`src/rtl/evt_tally_pkg.sv`:
```
package evt_tally_pkg;

  typedef enum logic [1:0] {
    EV_RETIRE = 2'd0,
    EV_CORE   = 2'd1,
    EV_REF    = 2'd2
  } evt_kind_e;

  // Map a fixed-counter index onto the event it tallies.
  function automatic evt_kind_e kind_of(input int idx);
    case (idx)
      0:       return EV_RETIRE;
      1:       return EV_CORE;
      default: return EV_REF;
    endcase
  endfunction

  // Core is running when no gating condition holds.
  function automatic logic core_running(input logic halted, input logic clk_stop,
                                        input logic freq_stall);
    return !(halted || clk_stop || freq_stall);
  endfunction

  // Raw event for a given kind, before the per-counter enable.
  function automatic logic fix_event(input evt_kind_e k, input logic retire,
                                     input logic core_tick, input logic ref_tick,
                                     input logic run);
    case (k)
      EV_RETIRE: return retire;
      EV_CORE:   return core_tick && run;
      default:   return ref_tick && run;
    endcase
  endfunction

endpackage

```
`src/rtl/evt_tally_cell.sv`:
```
module evt_tally_cell #(
  parameter int W = 48
) (
  input  logic         clk,
  input  logic         rst_n,
  input  logic         clr,
  input  logic         ld,
  input  logic [W-1:0] ld_val,
  input  logic         inc,
  output logic [W-1:0] q
);
  always_ff @(posedge clk) begin
    if (!rst_n)   q <= '0;
    else if (clr) q <= '0;
    else if (ld)  q <= ld_val;
    else if (inc) q <= q + 1'b1;
  end
endmodule

```
`src/rtl/evt_tally_gate.sv`:
```
module evt_tally_gate
  import evt_tally_pkg::*;
#(
  parameter int N_FIX = 3
) (
  input  logic             ref_tick,
  input  logic             core_tick,
  input  logic             retire,
  input  logic             halted,
  input  logic             clk_stop,
  input  logic             freq_stall,
  input  logic [N_FIX-1:0] en,
  output logic             ts_inc,
  output logic             run,
  output logic [N_FIX-1:0] fix_inc
);
  assign run    = core_running(halted, clk_stop, freq_stall);
  assign ts_inc = ref_tick;

  for (genvar g = 0; g < N_FIX; g++) begin : g_evt
    localparam evt_kind_e KIND = kind_of(g);
    assign fix_inc[g] = en[g] && fix_event(KIND, retire, core_tick, ref_tick, run);
  end
endmodule

```
`src/rtl/evt_tally_rdport.sv`:
```
module evt_tally_rdport #(
  parameter int W  = 48,
  parameter int N  = 4,
  parameter int AW = 2
) (
  input  logic           clk,
  input  logic           rst_n,
  input  logic           rd_en,
  input  logic [AW-1:0]  rd_addr,
  input  logic [N*W-1:0] cnt_flat,
  output logic [W-1:0]   rd_data
);
  always_ff @(posedge clk) begin
    if (!rst_n)     rd_data <= '0;
    else if (rd_en) rd_data <= cnt_flat[rd_addr*W +: W];
  end
endmodule

```
`src/rtl/evt_tally_top.sv`:
```
module evt_tally_top #(
  parameter int CNT_W = 48
) (
  input  logic             clk,
  input  logic             rst_n,
  input  logic             ref_tick,
  input  logic             core_tick,
  input  logic             retire,
  input  logic             halted,
  input  logic             clk_stop,
  input  logic             freq_stall,
  input  logic [2:0]       cnt_en,
  input  logic [2:0]       cnt_clr,
  input  logic [2:0]       cnt_ld,
  input  logic             ts_ld,
  input  logic [CNT_W-1:0] ld_val,
  input  logic             rd_en,
  input  logic [1:0]       rd_addr,
  output logic [CNT_W-1:0] rd_data
);
  localparam int N_FIX = 3;
  localparam int N_ALL = N_FIX + 1;
  localparam int AW    = $clog2(N_ALL);

  logic                   ts_inc;
  logic                   core_run;
  logic [N_FIX-1:0]       fix_inc;
  logic [CNT_W-1:0]       ts_q;
  logic [CNT_W-1:0]       fx_q [N_FIX];
  logic [N_ALL*CNT_W-1:0] cnt_flat;
  logic [CNT_W-1:0]       ret_q, cyc_q, rfc_q;

  evt_tally_gate #(.N_FIX(N_FIX)) u_gate (
    .ref_tick  (ref_tick),
    .core_tick (core_tick),
    .retire    (retire),
    .halted    (halted),
    .clk_stop  (clk_stop),
    .freq_stall(freq_stall),
    .en        (cnt_en),
    .ts_inc    (ts_inc),
    .run       (core_run),
    .fix_inc   (fix_inc)
  );

  evt_tally_cell #(.W(CNT_W)) u_ts (
    .clk   (clk),
    .rst_n (rst_n),
    .clr   (1'b0),
    .ld    (ts_ld),
    .ld_val(ld_val),
    .inc   (ts_inc),
    .q     (ts_q)
  );

  assign cnt_flat[CNT_W-1:0] = ts_q;

  for (genvar g = 0; g < N_FIX; g++) begin : g_fix
    evt_tally_cell #(.W(CNT_W)) u_cnt (
      .clk   (clk),
      .rst_n (rst_n),
      .clr   (cnt_clr[g]),
      .ld    (cnt_ld[g]),
      .ld_val(ld_val),
      .inc   (fix_inc[g]),
      .q     (fx_q[g])
    );
    assign cnt_flat[(g+1)*CNT_W +: CNT_W] = fx_q[g];
  end

  assign ret_q = fx_q[0];
  assign cyc_q = fx_q[1];
  assign rfc_q = fx_q[2];

  evt_tally_rdport #(.W(CNT_W), .N(N_ALL), .AW(AW)) u_rd (
    .clk     (clk),
    .rst_n   (rst_n),
    .rd_en   (rd_en),
    .rd_addr (rd_addr),
    .cnt_flat(cnt_flat),
    .rd_data (rd_data)
  );
endmodule

```
`config.mk`:
```
export PLATFORM = sky130hd
export DESIGN_NAME = evt_tally_top
export DESIGN_NICKNAME = d
export VERILOG_FILES = /design/src/rtl/evt_tally_pkg.sv /design/src/rtl/evt_tally_cell.sv /design/src/rtl/evt_tally_gate.sv /design/src/rtl/evt_tally_rdport.sv /design/src/rtl/evt_tally_top.sv
export SDC_FILE = /design/constraint.sdc
export NUM_CORES = 1
export LEC_CHECK = 0
export BUFFER_PORTS_ARGS = -buffer_cell sky130_fd_sc_hd__buf_2
export CAP_MARGIN = 20
export CORE_MARGIN = 2
export CORE_UTILIZATION = 38
export CTS_CLUSTER_DIAMETER = 200
export DETAILED_ROUTE_END_ITERATION = 16
export SKIP_CTS_REPAIR_TIMING = 1
export SYNTH_ARGS = -nofsm -noshare
export SYNTH_HDL_FRONTEND = slang
export SYNTH_HIERARCHICAL = 1
export SYNTH_SLANG_ARGS = --single-unit
```
`constraint.sdc`:
```
create_clock -name clk -period 3.5 [get_ports clk]
set_input_delay 0.35 -clock clk [delete_from_list [all_inputs] [get_ports clk]]
set_output_delay 0.35 -clock clk [all_outputs]
set_load 0.1 [all_outputs]
```
==> results summary, run 1 <==
The run finished with clean final reports. CTS saw 240 sinks. The clock buffer count from CTS is 28. STA classifies the critical path endpoint as a register.

IR analysis of the VDD net gives a maximum drop of just over 300 uV. The worst path setup slack after routing is a little under 1 ns. The number of cells on the critical path came out at 6. The clock reaches the later pin of the worst-skew pair after 0.55 ns. The floorplan die width is between 200 and 250 um. The signed area change from the synthesized netlist to the final layout came out at 10.5%. The floorplan has 72 rows. The type of the setup path with the least slack is register to register. On the critical path the largest part of the delay comes from simple AND/OR/NAND/NOR gates. After global routing the overflow that remains totals 0. The average via count per standard cell came out at 6.08.

The placer congestion estimate is slightly above 0.9. The worst register-to-register path has a depth of 6. The number of buffers added on ports came out at between 100 and 150. The buffering stage count on the worst path with inverters included came out at 0.

The share of the cycle needed by the critical path after routing came out at between 70% and 80%. The netlist uses between 40 and 50 different library cells. The data arrival time of the critical path came out at just under 3 ns. The number of antenna violations at the first check in global routing is 0. The headroom to the max-slew limit is 26.1%.

The fraction of layout instances using a drive strength above 1 came out at 17.9%. The static power due to leakage came out at 5.33 nW. The most common cell after layout, fill and taps aside is dfxtp_1. The worst register-to-register path begins at u_ts/q[1]$_SDFFE_PP0P_. The count of H-tree levels built during CTS is 1. In this run, synthesis inferred 0 flip-flops with an integrated enable. The synthesized netlist occupies a cell area of approximately 15000 sq um. The first global-routing pass estimated 81200 um of wire. The final non-filler cell area is between 15000 and 20000 sq um.

The detailed router finished its first iteration with about 1300 violations. The accumulated negative setup slack is 0 ns. Counting flops with an async set or reset pin after synthesis yields a share of 0%.

The placement-stage worst setup slack came out at approximately 0.87 ns. Global routing used 25.6% of the available tracks across all layers. The worst clock skew on the final layout came out at roughly 0.016 ns.

The critical path's largest stage delay came out at 0.75 ns. For this block, the routed nets add up to 54300 um of wire. In this run the most critical hold path is launched from ld_val[0].

The vertical die dimension came out at 202 um. Of the synthesized area, sequential elements account for around 32%. The design draws roughly 6.5 mW. The region available for standard cell placement spans just under 40000 sq um. The final number of max-transition violations was 0. No sink is reached through more buffers than the 3 on the longest clock path.

The effective utilization at floorplan is roughly two fifths. The final setup violation count is 0. The slew at the pin closest to its max-slew limit is 1.11 ns. The largest individual stage delay along the critical path comes from the cell or4_4. For this run, the post-layout net count is between 1500 and 2000. After detailed routing, the number of remaining DRC violations is 0. The wire length per cell came out at between 20 and 25 um.

The worst setup path is launched from a register. The number of optimization iterations in the first detailed-route pass is 5. The start point of the critical path is u_ts/q[1]$_SDFFE_PP0P_. Setup repair after global routing left no endpoint under its margin. The number of global-route vias before repair came out at 12800. The power density relative to cell area is approximately 390 nW/um^2. The signal on the critical path passes through ha_1 > nand4_1 > or4_4 > nor4b_2 > xnor2_1 > a21oi_1. For this run, the leading register cell type out of synthesis is dfxtp_1. The minimum clock period is approximately 2.5 ns. The pin count of the biggest net entering global routing came out at 67.

The number of flip-flops and latches in the synthesized netlist is 240. Along the worst hold path, the cell count comes to 3. The total count of hold-check failures in the final report came out at 0.

Max-cap violations in this run came to 0. The remaining antenna violation count after routing is 0. The post-place instance area is 15700 sq um.

The clock input transition at the sequential cells of the worst setup and hold paths is approximately 0.06 ns. The data required time at the worst endpoint is between 3 and 4 ns. The area of the die came out at between 40000 and 50000 sq um. In this run the worst hold path is classified as primary input to register. The top-level I/O count came out at ~120. The Yosys step of the flow raised 6 warnings. For this run, the top clock speed supported by timing is 0.395 GHz. In the layout the commonest cells are dfxtp_1, a21oi_1, mux2i_1, buf_2. The overall via count from detail_route is between 10000 and 15000.

The tree is rooted in a clkbuf_16. Averaged over all synthesized cells, the footprint is 8.78 sq um. The gate count of the mapped netlist came out at approximately 1700. The core utilization of the finished layout is between 40% and 50%.

The repair_antennas step left the layout with diodes totalling 0. The estimated wirelength of the detail-placed design came out at between 30000 and 40000 um. The maximum fanout count along the critical path came out at 12. The CTS tree is yes.
-- power by group --
part / switching (mW) / internal, mW / leakage [nW]
clock: 1.20 / 1.57 / 0.417
combinational: 0.509 / 0.232 / 2.96
sequential: 0.166 / 2.83 / 1.96
total: 1.87 / 4.63 / 5.33
-- worst register-to-register path: stages, from the launching register on --
cell and delay (ns):
dfxtp_1 0.48, ha_1 0.31, nand4_1 0.31, or4_4 0.75, nor4b_2 0.33, xnor2_1 0.16
a21oi_1 0.08
-- through the flow --
| step | hold WS, ns | instances |
|---|---|---|
| 2_1_floorplan | 0.493 | 1704 |
| 3_3_place_gp | 0.481 | 2236 |
| 3_5_place_dp | 0.479 | 2236 |
| 4_1_cts | 0.119 | 2279 |
| 5_1_grt | 0.130 | 2279 |
| 6_report | 0.133 | 2279 |
-- Yosys cell counts, types with 28 or more instances --
master	instances	area share [%]
o22ai_1	28	1.2
nand2_1	84	2.1
nor4_2	48	4.0
mux2i_1	116	7.8
nor3_1	36	1.2
nor2_1	96	2.4
nand3b_1	49	2.5
dfxtp_1	240	32
o221ai_1	39	2.3
xnor2_1	112	6.6
nand3_1	65	2.2
xor2_1	72	4.2
o21ai_0	112	3.7
clkbuf_1	71	1.8
inv_1	28	0.70
nand4_1	68	2.8
a21oi_1	164	5.5
-- cell families (layout without fill, tap and decap cells) --
group	Yosys count	in the layout	share of synthesized area, %
and+or+nand+nor	630	630	28.8
buffers and inverters	156	213	5.54
adders and majority gates	4	4	0.335
muxes	116	116	7.77
AOI/OAI and AO/OA	372	372	14.7
DFF	240	240	32.1
xor gates and xnor gates	184	184	10.8
other	1	2	0.0251
-- state kept, by name, summed over array words and instances, names as in the netlist --
register	count
g_fix.u_cnt/q	144
u_rd/rd_data	48
u_ts/q	48
-- layer usage --
metal	up-vias	GRT usage, %	share of wire (%)
met5	-	0	0
met4	0	9.85	4.1
met3	110	4.35	8.8
met2	708	38.5	43
met1	6649	36.5	44
li1	6399	-	-
-- area by class of cell --
type / count / area [sq um]
clock buffer: 36 / 792
multi-input combinational: 1308 / 9340
inverter: 28 / 105
timing repair buffer: 142 / 803
clock inverter: 7 / 38.8
tap: 518 / 648
sequential: 240 / 4800
fill: 3882 / 22200
-- final timing paths --
check / to / slack, ns
hold reg to reg: u_rd/rd_data[3]$_SDFFE_PN0P_ / 0.50
hold / removal: u_ts/q[0]$_SDFFE_PP0P_ / 0.13
setup / recovery: u_ts/q[40]$_SDFFE_PP0P_ / 0.97
setup reg to reg: u_ts/q[40]$_SDFFE_PP0P_ / 0.97
(Power assumes the default switching activity.)
==> inputs of run 2 (changes only) <==
Clock period 3.5 ns to 2.6 ns, I/O delays scaled along.
==> results summary, run 2 (synthesis gave the netlist of run 1 again) <==
The run finished with clean final reports. The critical path's largest stage delay came out at 0.61 ns (-0.14 ns). The power density relative to cell area came out at 534 nW/um^2 (+36%). The pin count of the biggest net entering global routing was 67 (unchanged). The worst hold path belongs to the class primary input to register.

The accumulated negative setup slack is 0 ns (unchanged). The number of nets in the layout is 1878 (+3.1%). Setup repair after global routing left no endpoint under its margin. The most common cell after layout, fill and taps aside is dfxtp_1.

The count of H-tree levels built during CTS is 1 (unchanged). The largest voltage drop on the vdd net came out at 386 uV (+27%). The number of buffers added on ports is 116 (unchanged). The register with the most flip-flops is g_fix.u_cnt/q. The floorplan die width is 202 um (unchanged).

The final routed wirelength across all metal layers is 54900 um (+1.2%). In the final layout, the registers with the most flip-flops are g_fix.u_cnt/q: 144 flops, u_rd/rd_data: 48 flops, u_ts/q: 48 flops. The worst clock skew on the final layout is 0.0159 ns (-0.000406 ns). The placement-stage worst setup slack came out at 0.157 ns (-0.716 ns).

The number of placed instances, taps included is 2291 (+2.5%). The flip-flop count of the largest register, all copies and words added is 144 (unchanged). The top cell types in the final layout, fill and taps aside, are dfxtp_1, a21oi_1, mux2i_1, buf_2.

The total count of hold-check failures in the final report was 0 (unchanged). Traced cell by cell, the critical path runs through nand3_1 > nor4_1 > or4b_1 > xor2_1 > a21oi_1. The data arrival time of the critical path is 2.96 ns (about the same). The number of violations of the max-capacitance limit came out at 0 (unchanged). The worst setup path is launched from a register.

The minimum clock period came out at 2.46 ns (-0.0745 ns). The number of design rule violations left after detail routing is 0 (unchanged). The share of the cycle needed by the critical path after routing is 94.6% (+22 points).

The total global routing track utilization came to 26.1% (+0.45 points). TritonCTS built the clock tree. Clock tree synthesis selected as its root buffer the cell clkbuf_16.

The estimated wirelength of the detail-placed design came out at 40500 um (+2.7%). The number of cells in the finished layout apart from fillers is 2344 (+2.9%). The clock input transition at the sequential cells of the worst setup and hold paths is 0.06 ns (about the same).

In this run the critical register-to-register path is launched from u_ts/q[0]$_SDFFE_PP0P_. The total grt overflow came out at 0 (unchanged). The vertical die dimension came out at 202 um (unchanged).

The total core area came out at 38700 sq um (unchanged). The total chip power came out at 9.13 mW (+40%). The data required time at the worst endpoint came out at 3.10 ns (-0.83 ns). The wire length per cell came out at 23.4 um (-1.6%). The final non-filler cell area is 17100 sq um (+3.4%). The final number of max-transition violations came out at 0 (unchanged). The signed area change from the synthesized netlist to the final layout is 14.3%. The static power due to leakage came out at 5.67 nW (+6.3%).

The top-level I/O count is 117 (unchanged). The fraction of layout instances using a drive strength above 1 is 20.6% (+2.7 points). The worst setup path is captured at a register. The clock buffer count from CTS came to 29 (+3.6%). The start point of the critical path is u_ts/q[0]$_SDFFE_PP0P_. The number of placement rows is 72 (unchanged). The TritonCTS sink count is 240 (unchanged). The overall via count from detail_route was 14100 (+1.8%).

The area of the die is 41000 sq um (unchanged). The average via count per standard cell came to 6.02 (-1.0%). The number of global-route vias before repair came to 13000 (+1.9%). The final setup violation count came out at 0 (unchanged). The maximum number of buffers from clock root to sink is 3 (unchanged). In this run the most critical hold path is launched from ld_val[5].

The slew at the pin closest to its max-slew limit came out at 0.740 ns (-0.369 ns). The largest individual stage delay along the critical path comes from the cell nor4_1. The number of DRC markers after the initial detailed-route iteration is 1567 (+18%). The global-route wire length before repair is 82500 um (+1.6%).

The remaining antenna violation count after routing came out at 0 (unchanged). The highest achievable clock rate came out at 0.406 GHz (+3.0%). The number of optimization iterations in the first detailed-route pass is 7 (+2). The clock latency on the worst-skew pair is 0.57 ns (+0.02 ns).

The effective utilization at floorplan is 38.6% (unchanged). The placer congestion estimate came out at 0.922 (about the same). The worst path setup slack after routing came out at 0.140 ns (-0.826 ns). The maximum fanout count along the critical path came out at 7 (-5). The layout filler cell count came out at 3896 (+0.36%). The number of antenna violations at the first check in global routing came to 1 (+1). The number of antenna cells inserted is 0 (unchanged). The post-place instance area came out at 16100 sq um (+2.9%). The headroom to the max-slew limit is 50.7% (+25 points). The critical path is of the register to register type.
==> run 2: changes by cell type in the layout (fill, tap and decap cells not counted), sizes merged <==
cell	before	now
dlygate4sd3	0	1
clkinvlp	0	1
bufinv	0	2
clkbuf	36	40
buf	142	197
clkinv	7	9
==> run 2: metrics by stage <==
step           hold slack, ns  utilization (%)
6_report               0.0180             44.1
4_1_cts               -0.0223             44.1
3_3_place_gp            0.478             41.7
5_1_grt                0.0138             44.1
3_5_place_dp            0.473             41.7
2_1_floorplan           0.403                -
==> run 2: worst paths after layout <==
kind | endpoint | slack, ns | cells past startpoint
worst min register to register | u_rd/rd_data[17]$_SDFFE_PN0P_ | 0.49 | 2
worst max-delay path | u_ts/q[29]$_SDFFE_PP0P_ | 0.14 | 5
worst max register to register | u_ts/q[29]$_SDFFE_PP0P_ | 0.14 | 5
worst min-delay path | g_fix[0].u_cnt/q[5]$_SDFFE_PP0P_ | 0.02 | 3
==> run 2: area by class of cell <==
cell class	count	area [sq um]	area share [%]
Multi-Input combinational cell	1308	9340	54.6
Sequential cell	240	4800	28.1
Timing Repair Buffer	198	1260	7.39
Clock buffer	40	817	4.78
Tap cell	518	648	3.79
Clock inverter	12	116	0.681
Inverter	28	105	0.615
==> run 2: worst max-delay path: cells and delay by family (launching register included) <==
kind	cells	cell delay, ns
XOR/XNOR	1	0.17
AND/OR/NAND/NOR	3	1.55
flip-flops	1	0.54
AO/OA/AOI/OAI	1	0.13
==> run 2: where the power goes <==
| group | switching, mW | internal, mW |
|---|---|---|
| registers | 0.202 | 3.82 |
| clock network | 1.67 | 2.38 |
| logic | 0.715 | 0.343 |
==> run 2: metal layers <==
layer / vias up / wire length (um) / global-route usage [%]
met5: - / 13 / 0
met1: 6794 / 24600 / 37.4
met4: 2 / 2270 / 10.2
li1: 6500 / - / -
met3: 109 / 4720 / 4.58
met2: 712 / 23300 / 38.7
